File: src/rtl/bldc_pkg.sv
package bldc_pkg;
  localparam int PHASES   = 3;
  localparam int CODE_W   = 3;

  // strobes from control to datapath
  typedef struct packed {
    logic              load;
    logic [CODE_W-1:0] code;
  } cmdT;
endpackage

File: src/rtl/bldc_ctrl.sv
module bldc_ctrl #(
  parameter int SYNC_STAGES = 2
) (
  input  logic                         clk,
  input  logic                         rstN,
  input  logic [bldc_pkg::CODE_W-1:0]  hallIn,
  input  logic                         fbSel,
  input  logic [bldc_pkg::CODE_W-1:0]  swPhase,
  output bldc_pkg::cmdT                cmd
);
  import bldc_pkg::*;

  localparam int LAST = SYNC_STAGES - 1;

  logic [SYNC_STAGES-1:0][CODE_W-1:0] syncQ;
  logic [CODE_W-1:0] hallPrev;
  logic [CODE_W-1:0] swPrev;
  logic              fbPrev;
  logic              hallEdge;
  logic              swEdge;
  logic              srcSwap;

  always_ff @(posedge clk or negedge rstN) begin
    if (!rstN) syncQ[0] <= '0;
    else       syncQ[0] <= hallIn;
  end

  for (genvar s = 1; s < SYNC_STAGES; s++) begin : gSync
    always_ff @(posedge clk or negedge rstN) begin
      if (!rstN) syncQ[s] <= '0;
      else       syncQ[s] <= syncQ[s-1];
    end
  end

  always_ff @(posedge clk or negedge rstN) begin
    if (!rstN) begin
      hallPrev <= '0;
      swPrev   <= '0;
      fbPrev   <= 1'b0;
    end else begin
      hallPrev <= syncQ[LAST];
      swPrev   <= swPhase;
      fbPrev   <= fbSel;
    end
  end

  assign hallEdge = syncQ[LAST] != hallPrev;
  assign swEdge   = swPhase != swPrev;
  assign srcSwap  = fbSel != fbPrev;

  always_comb begin
    cmd.code = fbSel ? swPhase : syncQ[LAST];
    cmd.load = srcSwap || (fbSel ? swEdge : hallEdge);
  end
endmodule

File: src/rtl/bldc_dp.sv
module bldc_dp (
  input  logic                         clk,
  input  logic                         rstN,
  input  bldc_pkg::cmdT                cmd,
  input  logic                         chopEnHi,
  input  logic                         chopEnLo,
  input  logic                         actLvlHi,
  input  logic                         actLvlLo,
  input  logic                         pwmHi,
  input  logic                         pwmLo,
  output logic [bldc_pkg::PHASES-1:0]  gateHi,
  output logic [bldc_pkg::PHASES-1:0]  gateLo
);
  import bldc_pkg::*;

  logic [CODE_W-1:0] stateCode;
  logic [PHASES-1:0] onHi;
  logic [PHASES-1:0] onLo;
  logic              passHi;
  logic              passLo;

  always_ff @(posedge clk or negedge rstN) begin
    if (!rstN)         stateCode <= '0;
    else if (cmd.load) stateCode <= cmd.code;
  end

  // six-step table, code {U,V,W}, masks index 0 = U
  always_comb begin
    unique case (stateCode)
      3'b101:  begin onHi = 3'b001; onLo = 3'b010; end
      3'b100:  begin onHi = 3'b001; onLo = 3'b100; end
      3'b110:  begin onHi = 3'b010; onLo = 3'b100; end
      3'b010:  begin onHi = 3'b010; onLo = 3'b001; end
      3'b011:  begin onHi = 3'b100; onLo = 3'b001; end
      3'b001:  begin onHi = 3'b100; onLo = 3'b010; end
      default: begin onHi = 3'b000; onLo = 3'b000; end
    endcase
  end

  assign passHi = !chopEnHi || pwmHi;
  assign passLo = !chopEnLo || pwmLo;

  for (genvar p = 0; p < PHASES; p++) begin : gPhase
    assign gateHi[p] = (onHi[p] && passHi) ? actLvlHi : ~actLvlHi;
    assign gateLo[p] = (onLo[p] && passLo) ? actLvlLo : ~actLvlLo;
  end

  // assertions
  logic [PHASES-1:0] activeHi;
  logic [PHASES-1:0] activeLo;
  logic              codeValid;
  assign activeHi  = gateHi ^ {PHASES{~actLvlHi}};
  assign activeLo  = gateLo ^ {PHASES{~actLvlLo}};
  assign codeValid = (stateCode != 3'b000) && (stateCode != 3'b111);

  assert_state_needs_load_R2: assert property (@(posedge clk) disable iff (!rstN)
    (stateCode != $past(stateCode)) |-> $past(cmd.load));

  assert_invalid_idle_R5: assert property (@(posedge clk) disable iff (!rstN)
    !codeValid |-> (activeHi == '0 && activeLo == '0));

  assert_one_hi_R9: assert property (@(posedge clk) disable iff (!rstN)
    (codeValid && !chopEnHi) |-> $countones(activeHi) == 1);

  assert_one_lo_R9: assert property (@(posedge clk) disable iff (!rstN)
    (codeValid && !chopEnLo) |-> $countones(activeLo) == 1);

  assert_no_shoot_R9: assert property (@(posedge clk) disable iff (!rstN)
    (activeHi & activeLo) == '0);
endmodule

File: src/rtl/bldc_commutator.sv
module bldc_commutator #(
  parameter int SYNC_STAGES = 2
) (
  input  logic       clk,
  input  logic       rstN,
  input  logic [2:0] hallIn,
  input  logic       fbSel,
  input  logic [2:0] swPhase,
  input  logic       chopEnHi,
  input  logic       chopEnLo,
  input  logic       actLvlHi,
  input  logic       actLvlLo,
  input  logic       pwmHi,
  input  logic       pwmLo,
  output logic [2:0] gateHi,
  output logic [2:0] gateLo
);
  import bldc_pkg::*;

  cmdT cmd;

  bldc_ctrl #(.SYNC_STAGES(SYNC_STAGES)) u_ctrl (
    .clk     (clk),
    .rstN    (rstN),
    .hallIn  (hallIn),
    .fbSel   (fbSel),
    .swPhase (swPhase),
    .cmd     (cmd)
  );

  bldc_dp u_dp (
    .clk      (clk),
    .rstN     (rstN),
    .cmd      (cmd),
    .chopEnHi (chopEnHi),
    .chopEnLo (chopEnLo),
    .actLvlHi (actLvlHi),
    .actLvlLo (actLvlLo),
    .pwmHi    (pwmHi),
    .pwmLo    (pwmLo),
    .gateHi   (gateHi),
    .gateLo   (gateLo)
  );
endmodule

File: config.mk
export PLATFORM = sky130hd
export DESIGN_NAME = bldc_commutator
export DESIGN_NICKNAME = d
export VERILOG_FILES = /design/src/rtl/bldc_pkg.sv /design/src/rtl/bldc_ctrl.sv /design/src/rtl/bldc_dp.sv /design/src/rtl/bldc_commutator.sv
export SDC_FILE = /design/constraint.sdc
export NUM_CORES = 1
export LEC_CHECK = 0
export BUFFER_PORTS_ARGS = -buffer_cell sky130_fd_sc_hd__buf_2
export CAP_MARGIN = 20
export CORE_MARGIN = 4
export CORE_UTILIZATION = 42
export DETAILED_ROUTE_END_ITERATION = 12
export PLACE_DENSITY = 0.71
export SKIP_CTS_REPAIR_TIMING = 1
export SLEW_MARGIN = 0
export SYNTH_ARGS = -nofsm -noshare
export SYNTH_HDL_FRONTEND = slang
export SYNTH_SLANG_ARGS = --single-unit
File: constraint.sdc
create_clock -name clk -period 1.4 [get_ports clk]
set_input_delay 0.14 -clock clk [delete_from_list [all_inputs] [get_ports clk]]
set_output_delay 0.14 -clock clk [all_outputs]
set_load 0.005 [all_outputs]
==> summary.txt, run 1 <==
Finish
  – Finished layout cell area: around 920 um2
  – Most common cell after layout, fill and taps aside: buf_2
  – Share of cells above drive strength 1: a little over half
  – Seq. cell area: around 400 um2
  – Multi-input logic area: around 300 um2
  – P&R area growth vs syn: 40.7%
  – Most frequent cells in the layout: 20 x buf_2, 13 x dfrtp_1, 8 x xnor2_1
  – N_diodes: 0
  – # fillers: between 100 and 150
  – Nets@finish: just over 90

Worst setup path
  – Crit path kind: reg -> reg
  – Reg2reg start: u_ctrl.swPrev[0]
  – Critical Path Slowest Stage Cell: dfrtp_1
  – Worst EP arrival: 1560 ps
  – Critical path peak fanout: 3
  – Crit. End Element: flip-flop
  – CP startpoint kind: flip-flop
  – CP required: between 1500 and 2000 ps
  – Slowest cell delay on critical path: between 300 and 400 ps
  – Worst Setup SP: u_ctrl.swPrev[0]
  – CP cell instances: xor2_1 > nor4_2 > a31oi_2 > mux2_4

Placed design
  – Number of buffers added on ports: 20
  – HPWL after detailed placement: ~900 um
  – Gpl congestion: 0.696
  – DP Area: a little under 800 um2

Flow run
  – MaxCap Viol Count: 0

Logic synthesis
  – Post-synthesis sequential area ratio: around three fifths
  – YS warnings: 0
  – Mux share of post-synthesis cell area: between 10% and 20%
  – Syn Nets: slightly above 60
  – Post-Synth XOR/XNOR Area: between 15 and 20%
  – Seq cells post-synth: 16
  – Post-synthesis cell type count: 10
  – Syn Area/Cell: 14.2 um2
  – Post-synthesis compound-gate area fraction: 0.960%
  – Combinational family with the most area after synthesis: XOR/XNOR gates
  – Post-Syn Area: ~650 um2
  – Simple-gate portion of the synthesized area: 11.1%
  – Adder-cell share of the synthesized area: 0%
  – Post-Synthesis Cells: 46

Floorplanning
  – Starting Density: 47.1%
  – FP Rows: 13
  – Area of the core: 0.00138 mm2
  – Die area: around 0.0022 mm2
  – Die W: between 40 and 50 um
  – Io pins: 21
  – Chip Height: about 47 um

Clock network
  – CTS root buffer: clkbuf_4
  – CTS Buffer Depth: 2
  – Clock Latency Late Sink: roughly 280 ps
  – Num CTS Buffers: 3
  – H-tree Lvls: 1
  – Clock slew at reported path FFs: 90 ps
  – # clock sinks: 16
  – CTS tree: done

Route
  – Number of DRC markers in iteration 0: 1
  – Wirelength per Cell: between 10 and 15 um
  – Post-Route WL: approximately 1300 um
  – Drt drc: 0
  – First drt pass iteration count: 2
  – Via count: 438
  – Via density: roughly 4.8
  – DRT antenna net count: 0

Timing
  – Slew Limit Fails: 0
  – Final worst path period share: 99.2%
  – Final worst path period need: approximately 1400 ps
  – Max Clock Freq: approximately 720 MHz
  – Worst-Margin Slew: roughly 340 ps
  – Final setup fails: 0
  – Clock Skews: between 5 and 6 ps
  – Final hold violations: 0
  – Normalized max-slew margin: 77.4%

GRT
  – Largest net degree at the start of global routing: 17
  – First-pass GRT wire length: ~1700 um
  – Gr usage total: a little under an eighth
  – Gr ovfl total: 0
  – Vias in the first global route: 399
  – Initial antenna violation count: 0

Min path
  – Hold path startpoint: swPhase[2]
  – Min-delay worst type: in -> reg

Power and ir drop
  – PD cells: between 1000 and 1500 mW/mm2
  – VDD IR-drop max: between 800 and 900 uV
  – Lkg Pwr: 0.000400 uW
  – Design Power: roughly 970 uW

Status
  – Status: finished, final reports clean
routing by layer:
| layer | GRT usage (%) | up-vias | share of wire (%) | routed length, um |
|---|---|---|---|---|
| li1 | - | 216 | - | - |
| met1 | 12.9 | 212 | 40 | 505 |
| met2 | 16.8 | 10 | 57 | 719 |
| met3 | 6.51 | 0 | 3.5 | 44 |
| met4 | 6.08 | 0 | 0 | 0 |
| met5 | 0 | - | 0 | 0 |
sequential cells by signal, summed over array words and instances (netlist names):
signal and count:
u_ctrl.syncQ 6, u_ctrl.swPrev 3, u_ctrl.hallPrev 3, u_ctrl.fbPrev 1, u_dp.stateCode 3
worst max-delay path, delay by kind of cell, from the launching register on:
| kind | cells | cell delay, ps |
|---|---|---|
| DFF | 1 | 390 |
| muxes | 1 | 330 |
| and+or+nand+nor | 1 | 300 |
| xor gates and xnor gates | 1 | 150 |
| AOI/OAI and AO/OA | 1 | 110 |
worst paths after layout:
check	end	slack, ps	depth (start not counted)
max	u_dp.stateCode[1]	10	4
min	u_ctrl.swPrev[2]	10	1
max reg2reg	u_dp.stateCode[1]	10	4
min reg2reg	u_ctrl.syncQ[4]	360	0
max in group asynchronous	u_dp.stateCode[0]	840	2
min in group asynchronous	u_dp.stateCode[1]	290	2
metrics by stage:
stage          util (%)  setup slack [ps]  setup TNS, ps  hold slack [ps]  std cells
2_1_floorplan         -               109              0             -156         46
3_3_place_gp       55.7              21.5              0             60.9         81
3_5_place_dp       55.7              1.87              0             61.8         81
4_1_cts            58.4             -40.3          -59.7             -249         85
5_1_grt            66.3             -5.82          -13.5             2.11         91
6_report           66.3              11.2              0             11.5         91
where the power goes:
part | switching [uW] | total (uW) | internal (uW)
combinational | 67.4 | 166 | 98.5
clock | 132 | 291 | 158
sequential | 24.8 | 516 | 491
kinds of logic after synthesis:
family | after synthesis
AOI/OAI and AO/OA | 1
and+or+nand+nor | 11
DFF | 16
xor gates and xnor gates | 12
muxes | 6
cells in the mapped netlist:
library cell | count | area, um2
xor2_1 | 4 | 35.0
nor4_1 | 1 | 6.26
a31oi_1 | 1 | 6.26
xnor2_1 | 8 | 70.1
nor3b_1 | 6 | 45.0
mux2_2 | 6 | 67.6
nor2b_1 | 2 | 12.5
nor3_1 | 1 | 5.00
nand2_1 | 1 | 3.75
dfrtp_1 | 16 | 400
cell type report:
class                      count  area share [%]
clock buffer                   4            3.96
multi-input combinational     30            32.5
sequential                    16            44.1
tap                           15            2.05
timing repair buffer          26            17.5
Power figures use the tool's default switching activity.
==> run 2: changes to the inputs <==
- RECOVER_POWER: not set -> 50
==> run 2 against run 1 <==
Clock power is essentially flat. Highest routed layer unchanged. Cell count unchanged. Critical path type unchanged. Final area shrank 0.41%.
==> summary.txt, run 2 (synthesized netlist as in run 1, its figures left out) <==
Route
  – Via count: 442
  – Wirelength per Cell: ~14 um
  – DRT antenna net count: 0
  – Number of DRC markers in iteration 0: 1
  – Drt drc: 0
  – Via density: 4.86
  – Post-Route WL: 1260 um
  – First drt pass iteration count: 2

GRT
  – Gr usage total: a little under an eighth
  – Initial antenna violation count: 0
  – Vias in the first global route: ~400
  – First-pass GRT wire length: 1680 um
  – Gr ovfl total: 0
  – Largest net degree at the start of global routing: 17

Floorplanning
  – Die area: approximately 0.0022 mm2
  – Starting Density: roughly 47%
  – FP Rows: 13
  – Chip Height: around 47 um
  – Io pins: 21
  – Die W: around 47 um
  – Area of the core: between 0.001 and 0.0015 mm2

Timing
  – Slew Limit Fails: 0
  – Worst-Margin Slew: 802 ps
  – Final setup fails: 0
  – Normalized max-slew margin: between 40% and 50%
  – Final hold slack: ~30 ps
  – Max Clock Freq: a little over 700 MHz
  – Final worst path period share: between 90 and 100%
  – Clock Skews: between 5 and 6 ps
  – Final hold violations: 0
  – Final worst path period need: 1390 ps
  – Setup TNS Final: 0 ps

Worst setup path
  – Critical Path Slowest Stage Cell: dfrtp_1
  – Buf/Inv on CP: 0
  – Crit path kind: reg -> reg
  – CP cell instances: xor2_1 > nor4_2 > a31oi_2 > mux2_4
  – CP required: between 1500 and 2000 ps
  – Top Family by Delay on Critical Path: flip-flops
  – Critical path peak fanout: 3
  – Slowest cell delay on critical path: 390 ps
  – Crit. End Element: flip-flop
  – Worst EP arrival: roughly 1600 ps
  – CP startpoint kind: flip-flop

Clock network
  – CTS tree: done
  – # clock sinks: 16
  – CTS Buffer Depth: 2
  – Clock slew at reported path FFs: about 90 ps
  – H-tree Lvls: 1
  – Num CTS Buffers: 3
  – Clock Latency Late Sink: between 200 and 300 ps
  – CTS root buffer: clkbuf_4

Placed design
  – Number of buffers added on ports: 20
  – Gpl congestion: 0.696
  – HPWL after detailed placement: between 800 and 900 um
  – DP Area: between 700 and 800 um2

Finish
  – # fillers: about 110
  – Share of cells above drive strength 1: around half
  – Most common cell after layout, fill and taps aside: buf_2
  – Finished layout cell area: ~910 um2
  – N_diodes: 0
  – P&R area growth vs syn: 40.1%
  – Largest reg by FF count: u_ctrl.syncQ
  – Nets@finish: around 90
  – Largest register FFs: 6
  – Most frequent cells in the layout: 17 x buf_2, 13 x dfrtp_1, 8 x xnor2_1

Power and ir drop
  – Design Power: roughly 1000 uW
  – Lkg Pwr: 0.000392 uW
  – PD cells: 1060 mW/mm2
  – VDD IR-drop max: just under 900 uV

Min path
  – Min-delay worst type: in -> reg

Flow run
  – MaxCap Viol Count: 0

Status
  – Status: finished, final reports clean
==> run 2: worst register-to-register path, delay by kind of cell, from the launching register on <==
family / cells / cell delay (ps)
muxes: 1 / 330
DFF: 1 / 390
and+or+nand+nor: 1 / 300
xor gates and xnor gates: 1 / 150
AOI/OAI and AO/OA: 1 / 110
==> run 2: final timing paths <==
path                                   from           endpoint  slack, ps  depth (start not counted)
min                              swPhase[2]   u_ctrl.swPrev[2]         30                          1
max in group asynchronous              rstN  u_dp.stateCode[0]        400                          2
max                        u_ctrl.swPrev[0]  u_dp.stateCode[1]         10                          4
min in group asynchronous              rstN  u_dp.stateCode[1]        460                          2
min reg2reg                 u_ctrl.syncQ[2]    u_ctrl.syncQ[5]        350                          0
max reg2reg                u_ctrl.swPrev[0]  u_dp.stateCode[1]         10                          4
==> run 2: area by class of cell <==
class | count | area (um2) | area share (%)
sequential | 16 | 404 | 44.2
multi-input combinational | 30 | 298 | 32.6
timing repair buffer | 26 | 156 | 17.1
clock buffer | 4 | 36.3 | 3.97
tap | 15 | 18.8 | 2.05
==> run 2: layer usage <==
layer	GRT usage, %	up-vias	part of all wire (%)
li1	-	217	-
met2	16.8	10	57
met1	12.9	215	39
met3	6.51	0	3.5
met5	0	-	0
met4	6.08	0	0
==> run 2: per-stage QoR <==
stage | utilization, % | cells | setup WS [ps]
floorplan | - | 46 | 109
global placement | 55.7 | 81 | 21.5
detailed placement | 55.7 | 81 | 1.87
CTS | 58.4 | 85 | -40.3
global route | 66.1 | 91 | -5.85
finish | 66.1 | 91 | 11.5
==> run 2: power by group <==
group | switching, uW | internal (uW) | total (uW)
sequential | 24.7 | 491 | 516
clock | 132 | 158 | 290
combinational | 67.4 | 97.2 | 165
total | 224 | 747 | 971
